==> config.mk <==
export PLATFORM = sky130hd
export DESIGN_NAME = adc_pm_seq
export DESIGN_NICKNAME = d
export VERILOG_FILES = /design/src/rtl/adc_pm_pkg.sv /design/src/rtl/pm_pin_edge.sv /design/src/rtl/pm_pulse_count.sv /design/src/rtl/pm_settle_timer.sv /design/src/rtl/pm_frame_shift.sv /design/src/rtl/adc_pm_seq.sv
export SDC_FILE = /design/constraint.sdc
export NUM_CORES = 1
export LEC_CHECK = 0
export ABC_AREA = 0
export CAP_MARGIN = 5
export CORE_ASPECT_RATIO = 2
export CORE_MARGIN = 1.5
export CORE_UTILIZATION = 57
export DETAILED_ROUTE_END_ITERATION = 7
export PLACE_DENSITY_LB_ADDON = 0.2
export SLEW_MARGIN = 10
export SYNTH_ARGS = -nofsm -noshare
export SYNTH_HDL_FRONTEND = slang
export SYNTH_SLANG_ARGS = --single-unit
export TNS_END_PERCENT = 1
==> constraint.sdc <==
create_clock -name clk -period 2.22 [get_ports clk]
set_input_delay 0.333 -clock clk [delete_from_list [all_inputs] [get_ports clk]]
set_output_delay 0.333 -clock clk [all_outputs]
set_load 0.02 [all_outputs]
==> src/rtl/adc_pm_pkg.sv <==
package adc_pm_pkg;

    typedef enum logic [2:0] {
        S_ACTIVE,
        S_NAP,
        S_SLEEP,
        S_WAKE,
        S_REFSET
    } pm_state_e;

    typedef enum logic [1:0] {
        PS_ACTIVE = 2'b00,
        PS_NAP    = 2'b01,
        PS_SLEEP  = 2'b10,
        PS_WAKING = 2'b11
    } pm_status_e;

    localparam int NAP_PULSES   = 2;
    localparam int SLEEP_PULSES = 4;

endpackage

==> src/rtl/pm_pin_edge.sv <==
module pm_pin_edge #(
    parameter int N = 2
) (
    input  logic         clk,
    input  logic         rst_n,
    input  logic [N-1:0] pins,
    output logic [N-1:0] lvl,
    output logic [N-1:0] lvl_d
);

    for (genvar g = 0; g < N; g++) begin : g_pin
        always_ff @(posedge clk) begin
            if (!rst_n) begin
                lvl[g]   <= 1'b0;
                lvl_d[g] <= 1'b0;
            end else begin
                lvl[g]   <= pins[g];
                lvl_d[g] <= lvl[g];
            end
        end
    end

endmodule

==> src/rtl/pm_pulse_count.sv <==
module pm_pulse_count #(
    parameter int NAP_AT   = 2,
    parameter int SLEEP_AT = 4
) (
    input  logic clk,
    input  logic rst_n,
    input  logic clk_level,
    input  logic strobe_fall,
    output logic nap_hit,
    output logic sleep_hit
);

    localparam int CNT_W = $clog2(SLEEP_AT + 2);
    localparam logic [CNT_W-1:0] CNT_MAX   = {CNT_W{1'b1}};
    localparam logic [CNT_W-1:0] NAP_PRE   = CNT_W'(NAP_AT - 1);
    localparam logic [CNT_W-1:0] SLEEP_PRE = CNT_W'(SLEEP_AT - 1);

    logic [CNT_W-1:0] cnt;
    logic             counting;

    assign counting  = strobe_fall && !clk_level;
    assign nap_hit   = counting && (cnt == NAP_PRE);
    assign sleep_hit = counting && (cnt == SLEEP_PRE);

    always_ff @(posedge clk) begin
        if (!rst_n) begin
            cnt <= '0;
        end else if (clk_level) begin
            cnt <= '0;
        end else if (counting && (cnt != CNT_MAX)) begin
            cnt <= cnt + 1'b1;
        end
    end

endmodule

==> src/rtl/pm_settle_timer.sv <==
module pm_settle_timer #(
    parameter int W = 8
) (
    input  logic         clk,
    input  logic         rst_n,
    input  logic         start,
    input  logic [W-1:0] load,
    output logic         expired
);

    logic [W-1:0] cnt;
    logic         running;

    assign expired = running && (cnt == '0);

    always_ff @(posedge clk) begin
        if (!rst_n) begin
            cnt     <= '0;
            running <= 1'b0;
        end else if (start) begin
            cnt     <= load;
            running <= 1'b1;
        end else if (running) begin
            if (cnt == '0) begin
                running <= 1'b0;
            end else begin
                cnt <= cnt - 1'b1;
            end
        end
    end

endmodule

==> src/rtl/pm_frame_shift.sv <==
module pm_frame_shift #(
    parameter int FRAME_BITS = 13
) (
    input  logic                  clk,
    input  logic                  rst_n,
    input  logic                  arm,
    input  logic [FRAME_BITS-1:0] arm_word,
    input  logic                  cancel,
    input  logic                  tick,
    output logic                  dout,
    output logic                  oe,
    output logic                  busy
);

    localparam int IDX_W = $clog2(FRAME_BITS + 1);
    localparam logic [IDX_W-1:0] LAST_IDX = IDX_W'(FRAME_BITS);

    logic [FRAME_BITS-1:0] word;
    logic [IDX_W-1:0]      idx;
    logic                  armed;

    assign busy = armed;

    always_ff @(posedge clk) begin
        if (!rst_n) begin
            word  <= '0;
            idx   <= '0;
            armed <= 1'b0;
            dout  <= 1'b0;
            oe    <= 1'b0;
        end else if (cancel) begin
            armed <= 1'b0;
            idx   <= '0;
            dout  <= 1'b0;
            oe    <= 1'b0;
        end else if (arm && !armed) begin
            word  <= arm_word;
            idx   <= '0;
            armed <= 1'b1;
        end else if (tick && armed) begin
            if (idx < LAST_IDX) begin
                dout <= word[FRAME_BITS-1];
                word <= word << 1;
                oe   <= 1'b1;
                idx  <= idx + 1'b1;
            end else begin
                dout  <= 1'b0;
                oe    <= 1'b0;
                armed <= 1'b0;
                idx   <= '0;
            end
        end
    end

endmodule

==> src/rtl/adc_pm_seq.sv <==
module adc_pm_seq
    import adc_pm_pkg::*;
#(
    parameter int DATA_W         = 12,
    parameter int NAP_WAKE_CYC   = 70,
    parameter int REF_SETTLE_CYC = 2000
) (
    input  logic              clk,
    input  logic              rst_n,
    input  logic              adc_clk,
    input  logic              conv,
    input  logic [DATA_W-1:0] sample_data,
    output logic              dout,
    output logic              dout_oe,
    output logic              ref_ready,
    output logic [1:0]        pwr_status
);

    localparam int FRAME_BITS = DATA_W + 1;
    localparam int WAIT_MAX   = (REF_SETTLE_CYC > NAP_WAKE_CYC) ? REF_SETTLE_CYC : NAP_WAKE_CYC;
    localparam int TMR_W      = $clog2(WAIT_MAX + 1);
    localparam logic [TMR_W-1:0] NAP_LOAD = TMR_W'(NAP_WAKE_CYC - 1);
    localparam logic [TMR_W-1:0] REF_LOAD = TMR_W'(REF_SETTLE_CYC - 1);

    // pin sampling: bit 0 bit clock, bit 1 strobe
    logic [1:0] pin_now;
    logic [1:0] pin_prev;
    logic       bclk_level;
    logic       bclk_rise;
    logic       strobe_rise;
    logic       strobe_fall;

    pm_pin_edge #(.N(2)) u_pins (
        .clk   (clk),
        .rst_n (rst_n),
        .pins  ({conv, adc_clk}),
        .lvl   (pin_now),
        .lvl_d (pin_prev)
    );

    assign bclk_level  = pin_now[0];
    assign bclk_rise   = pin_now[0] & ~pin_prev[0];
    assign strobe_rise = pin_now[1] & ~pin_prev[1];
    assign strobe_fall = ~pin_now[1] & pin_prev[1];

    logic nap_hit;
    logic sleep_hit;

    pm_pulse_count #(
        .NAP_AT   (NAP_PULSES),
        .SLEEP_AT (SLEEP_PULSES)
    ) u_count (
        .clk         (clk),
        .rst_n       (rst_n),
        .clk_level   (bclk_level),
        .strobe_fall (strobe_fall),
        .nap_hit     (nap_hit),
        .sleep_hit   (sleep_hit)
    );

    logic             tmr_start;
    logic [TMR_W-1:0] tmr_load;
    logic             tmr_done;

    pm_settle_timer #(.W(TMR_W)) u_timer (
        .clk     (clk),
        .rst_n   (rst_n),
        .start   (tmr_start),
        .load    (tmr_load),
        .expired (tmr_done)
    );

    pm_state_e state;
    pm_state_e state_n;
    logic      go_low;
    logic      ref_set;

    // next state and recovery timer control
    always_comb begin
        state_n   = state;
        tmr_start = 1'b0;
        tmr_load  = '0;
        go_low    = 1'b0;
        ref_set   = 1'b0;
        unique case (state)
            S_ACTIVE: begin
                if (sleep_hit) begin
                    state_n = S_SLEEP;
                    go_low  = 1'b1;
                end else if (nap_hit) begin
                    state_n = S_NAP;
                    go_low  = 1'b1;
                end
            end
            S_NAP: begin
                if (sleep_hit) begin
                    state_n = S_SLEEP;
                    go_low  = 1'b1;
                end else if (bclk_rise) begin
                    state_n   = S_WAKE;
                    tmr_start = 1'b1;
                    tmr_load  = NAP_LOAD;
                end
            end
            S_WAKE: begin
                if (sleep_hit) begin
                    state_n = S_SLEEP;
                    go_low  = 1'b1;
                end else if (nap_hit) begin
                    state_n = S_NAP;
                    go_low  = 1'b1;
                end else if (tmr_done) begin
                    state_n = S_ACTIVE;
                end
            end
            S_SLEEP: begin
                if (bclk_rise) begin
                    state_n   = S_REFSET;
                    tmr_start = 1'b1;
                    tmr_load  = REF_LOAD;
                end
            end
            S_REFSET: begin
                if (sleep_hit) begin
                    state_n = S_SLEEP;
                    go_low  = 1'b1;
                end else if (tmr_done) begin
                    state_n = S_ACTIVE;
                    ref_set = 1'b1;
                end
            end
            default: begin
                state_n = S_ACTIVE;
            end
        endcase
    end

    // state register and reference flag
    always_ff @(posedge clk) begin
        if (!rst_n) begin
            state     <= S_ACTIVE;
            ref_ready <= 1'b1;
        end else begin
            state <= state_n;
            if (go_low && (state_n == S_SLEEP)) begin
                ref_ready <= 1'b0;
            end else if (ref_set) begin
                ref_ready <= 1'b1;
            end
        end
    end

    // frame content chosen at the request
    logic                  live_frame;
    logic [FRAME_BITS-1:0] frame_word;

    assign live_frame = (state == S_ACTIVE) && ref_ready;
    assign frame_word = live_frame ? {1'b1, sample_data} : '0;

    pm_frame_shift #(.FRAME_BITS(FRAME_BITS)) u_frame (
        .clk      (clk),
        .rst_n    (rst_n),
        .arm      (strobe_rise),
        .arm_word (frame_word),
        .cancel   (go_low),
        .tick     (bclk_rise),
        .dout     (dout),
        .oe       (dout_oe),
        .busy     ()
    );

    // status outputs
    always_comb begin
        unique case (state)
            S_ACTIVE: pwr_status = PS_ACTIVE;
            S_NAP:    pwr_status = PS_NAP;
            S_REFSET: pwr_status = PS_NAP;
            S_SLEEP:  pwr_status = PS_SLEEP;
            S_WAKE:   pwr_status = PS_WAKING;
            default:  pwr_status = PS_ACTIVE;
        endcase
    end

endmodule

# After elaboration in Yosys (flattened, before gate mapping)
# Cells that the tools add are included.
# totals
output_inout_bits	5
regBits	43
wordCells	106
# classes
muxes	43
order_cmp	1
reduce_logical	26
n_bitwise	9
n_addsub	3
eq_ne	10
# ops
operator	n
$mux 13	4
$mux 11	4
$mux 3	9
$pmux 11 s2	1
$mux 1	18
$pmux 3 s5	1
$mux 7	2
$eq 3x2->1 const B	4
$logic_not 11->1	1
$sub 11x1->11 const B	1
$logic_and 1x1->1	9
$reduce_bool 2->1	4
$reduce_or 2->1	4
$eq 3x1->1 const B	2
$not 1->1	6
$pmux 2 s3	1
$reduce_and 2->1	3
$add 4x1->4 const B	1
$lt 4x4->1 const B	1
$mux 4	1
$pmux 1 s2	2
$add 3x1->3 const B	1
$and 1x1->1	3
$eq 3x3->1 const B	1
other kinds (7)	8

# Depth between registers and ports, before layout
# depth
ltp_word	10
depth_mapped	7
depth_no_buf	6

# Modules after synthesis
# Synthesis repeated with hierarchy kept, for this count alone.
# hier_totals
hier_cells	278
area_unflattened_um2	2572.5
# by_module_without_submodules
module	instances	seq_area_each_um2	area_each_um2	cells_each
pm_frame_shift	1	400.4	1088.5	107
pm_settle_timer	1	240.2	721.9	83
adc_pm_seq	1	80.1	461.7	61
pm_pulse_count	1	60.1	195.2	19
pm_pin_edge	1	80.1	105.1	8

# Least setup slack after synthesis
# OpenSTA, ideal clock, no wires.
# synth_path
path_kind	reg2reg
startpoint	register u_count.cnt[0]
endpoint	register u_frame.idx[0]
required_ps	2070
setup_slack_ps	210
setup_ps	150
path_stages_with_launch	7
arrival_ps	1860
cell_sequence	dfxtp_1 ha_1 ha_1 nor4bb_1 a31oi_1 o32ai_1 nor4_1
# synth_between
elab_chain_len	6
word_cells_on_any_way	9
# synth_lines
item	line	source
start, declared	pm_pulse_count.sv:18	logic [CNT_W-1:0] cnt;
start signal, assigned	pm_pulse_count.sv:31	cnt <= cnt + 1'b1;
$eq 3x1->1	pm_pulse_count.sv:22	assign nap_hit = counting && (cnt == NAP_PRE);
$logic_and 1x1->1	pm_pulse_count.sv:22	
$mux 1	adc_pm_seq.sv:90, adc_pm_seq.sv:109	
$mux 1	adc_pm_seq.sv:87	if (sleep_hit) begin
$pmux 1 s2 *	adc_pm_seq.sv:85	unique case (state)
$reduce_or 3->1 (no source line) *	n/a	
end signal, assigned	pm_frame_shift.sv:45	idx <= idx + 1'b1;
end, declared	pm_frame_shift.sv:19	logic [IDX_W-1:0] idx;
# Every way passes the cells marked *; elsewhere a longest branch is shown, timed or not.
# A chain may end at the register's enable or synchronous reset.

# Worst setup path in the final report
# layout_path
startpoint	register state[0]
endpoint	output port pwr_status[0]
# layout_between
elab_chain_len	3
word_cells_on_any_way	6
# layout_lines
item	line	source
start, declared	adc_pm_seq.sv:73	pm_state_e state;
start signal, assigned	adc_pm_seq.sv:144	state <= state_n;
$eq 3x3->1 or $eq 3x1->1 (tied branches)	adc_pm_seq.sv:174	unique case (state)
$reduce_or 2->1 (no source line)	n/a	
$pmux 2 s3 *	adc_pm_seq.sv:174	
end, declared	adc_pm_seq.sv:16	output logic [1:0] pwr_status
# Marked as above.

==> flow_summary.toml <==
[pwr]
p_clk_frac = 0.403
total_power_mw = 1.55
p_int_mw = 1.22
power.switching_mw = 0.332
sequentialPowerShare = 0.521
cellLeakagePower_nw = 1.01
powerDensity_nw_per_um2 = 569
p_sw_frac = 0.214
vdd_ir_drop_max_v = 0.000485
combinationalPowerShare = 0.076

[yosys]
synth_ff_type = "dfxtp_1"
syn_area_per_cell_um2 = 8.29
synth-seq-cells = 43
yosysSeqAreaShare = 0.375
synth_cells = 277
synth_warnings = 0
netlist.area_leader.share = 0.375
synthArstFlopShare = 0
ys_types = 49
synth.area.top_cells = "dfxtp_1, o21ai_0, a21oi_1, ha_1, a21o_1"
synth.net_count = 301
yosysTopAreaCell = "dfxtp_1"
synth-edff-count = 0
syn_area_um2 = 2300

[setup_path]
critical_path.max_stage_delay_ps = 610
cp_common_cell = "nand2_1"
cp_cell_sequence = "nor2_2 > nand2_1 > nand2_1 > clkdlybuf4s50_1"
worstPathRequired_ps = 1890
path_delay_family = "buffers and inverters"
crit_type = "reg2out"
slowest_stage = "clkdlybuf4s50_1"
critPathMaxFanout = 11
endpoint_kind = "primary output"
cp_num_buf_inv = 1
cp.arrival_ps = 1740
critPathLaunchType = "flop"

[floorplanning]
initial_core_util = 0.597
die_w_um = 47.9
core_area_um2 = 3840
ios = 21
dieArea_um2 = 4440
num_rows = 32
die_h_um = 92.8

[global_route]
grt_pass1_vias = 2144
grt_usage = 0.279
antenna_found_initial = 0
grt-ovfl-total = 0
grt_pass1_wl_um = 9190
grt_max_degree = 19

[cts]
clockBufferDepth = 2
cts.sinks = 43
clk_pin_slew_ps = 80
cts_tree = "built"
cts.root.buffer_cell = "clkbuf_8"
htreeDepth = 2
clock_latency_ps = 290
cts_made_buffers = 5

[finish]
fin_cells = 353
drive_gt1_frac = 0.109
final_nets = 325
nFillCells = 340
area_growth_pct = 18.3
diodes = 0

[flow_run]
cap_violations = 0

[sta]
maxSlewViolCount = 0
fmax_mhz = 482
max_slew_margin = 0.597
fin_setup_tns_ps = 0
fin_crit_sh = 0.935
worst_pin_slew_ps = 604
hold_viol_final = 0
rsz0062_at_grt = "false"
min_period_ps = 2080
finalSetupViolations = 0
fin_skew_ps = 10.2

[drt]
drc = 0
ant_nets = 0
vias = 2170
avgViaCountPerCell = 6.15
dr.pass1.iters = 4
drt-initial-drc-count = 61
wl_per_cell_um = 15.5
drt_wl_total_um = 5470

[hold_path]
hold_class = "reg2reg"

[place]
dp.final_hpwl_um = 4040
place_inst = 345
port_buffers = 20
place.gp.congestion = 0.877

[run_status]
status = "complete, no violations"
-- cells in the mapped netlist, drive strengths merged (2+ instances only) --
| library cell | number |
|---|---|
| nor3 | 11 |
| inv | 9 |
| nand2b | 4 |
| and3b | 2 |
| a21o | 12 |
| o211ai | 2 |
| nand4 | 2 |
| a32o | 6 |
| nor2b | 4 |
| nand3b | 4 |
| or4 | 4 |
| nand3 | 17 |
| clkbuf | 13 |
| a22oi | 2 |
| or3b | 4 |
| nor3b | 4 |
| o22ai | 4 |
| and2 | 8 |
| xnor2 | 4 |
| dfxtp | 43 |
| a31oi | 5 |
| nor4 | 4 |
| o21ai | 23 |
| or2 | 2 |
| o31ai | 3 |
| buf | 3 |
| or3 | 5 |
| a21oi | 22 |
| nand2 | 20 |
| nor2 | 8 |
| ha | 8 |
| a211oi | 2 |
-- final cells by class --
type	count	area (um^2)	area share
tap	51	63.8	0.0235
multi-input combinational	209	1340	0.494
inverter	9	33.8	0.0124
clock buffer	6	82.6	0.0304
sequential	43	862	0.317
clock inverter	2	35.0	0.0129
timing repair buffer	33	298	0.110
-- through the flow --
stage	setup slack (ps)	area [um^2]	hold WS, ps	utilization
6_report	145	2720	520	0.707
4_1_cts	67.1	2710	525	0.706
5_1_grt	12.0	2720	550	0.707
3_3_place_gp	316	2590	505	0.675
3_5_place_dp	291	2590	511	0.675
2_1_floorplan	210	2300	460	-
-- what timing repair did --
item	CTS	global route
setup endpoints to repair	0	2
setup buffers	0	0
gates resized for setup	0	2
hold buffers	0	0
-- state kept, by name (all words and copies together), names as in the netlist --
signal and flops:
u_pins.lvl 2, u_pins.lvl_d 2, u_timer.running 1, u_frame.dout 1, state 3, u_frame.idx 4, u_frame.busy 1, u_frame.oe 1
u_count.cnt 3, u_frame.word 13, u_timer.cnt 11, ref_ready 1
-- worst register-to-register path: stages, from the launching register on --
cell and delay, ps:
dfxtp_1 350, or4_1 640, or4_1 440, a211o_1 310, a31oi_1 160
-- cell families (layout without fill, tap and decap cells) --
logic type / count (synthesis) / count (layout) / share of synthesized area
AOI/OAI and AO/OA: 90 / 90 / 0.258
buffers and inverters: 25 / 50 / 0.0420
xor gates and xnor gates: 5 / 5 / 0.0191
and+or+nand+nor: 106 / 106 / 0.263
adders and majority gates: 8 / 8 / 0.0436
DFF: 43 / 43 / 0.375
-- metal layers --
layer	global-route usage	wire length, um	share of wire
met2	0.493	3090	0.56
met5	0	0	0
met1	0.285	2020	0.37
met4	0.142	193	0.035
met3	0.0448	165	0.030
-- cells in the final DEF (no fill, tap or decap), types with 5 or more instances in the layout --
cell	n
a21o_1	12
a21oi_1	22
a31oi_1	5
a32o_1	6
and2_1	8
buf_4	13
clkbuf_8	6
clkdlybuf4s50_1	20
dfxtp_1	42
ha_1	8
inv_1	9
nand2_1	20
nand3_1	17
nor2_1	7
nor3_1	11
o21ai_0	23
-- power by group through the flow --
stage	logic [mW]	registers, mW	clock network [mW]
floorplan	0.0681	0.820	0
global placement	0.116	0.823	0
detailed placement	0.118	0.824	0
CTS	0.119	0.805	0.638
global route	0.131	0.809	0.671
finish	0.117	0.806	0.624
-- final timing paths --
kind | startpoint | end | slack, ps | cells past startpoint
worst min register to register | u_count.cnt[1]$_SDFFE_PP0P_ | u_count.cnt[1]$_SDFFE_PP0P_ | 520 | 2
worst max-delay path | state[0]$_SDFF_PN0_ | pwr_status[0] | 150 | 4
worst min-delay path | u_count.cnt[1]$_SDFFE_PP0P_ | u_count.cnt[1]$_SDFFE_PP0P_ | 520 | 2
worst max register to register | u_timer.cnt[0]$_SDFFE_PN0P_ | u_timer.cnt[9]$_SDFFE_PN0P_ | 240 | 4
Note: power is estimated with default switching activity, not from simulation.
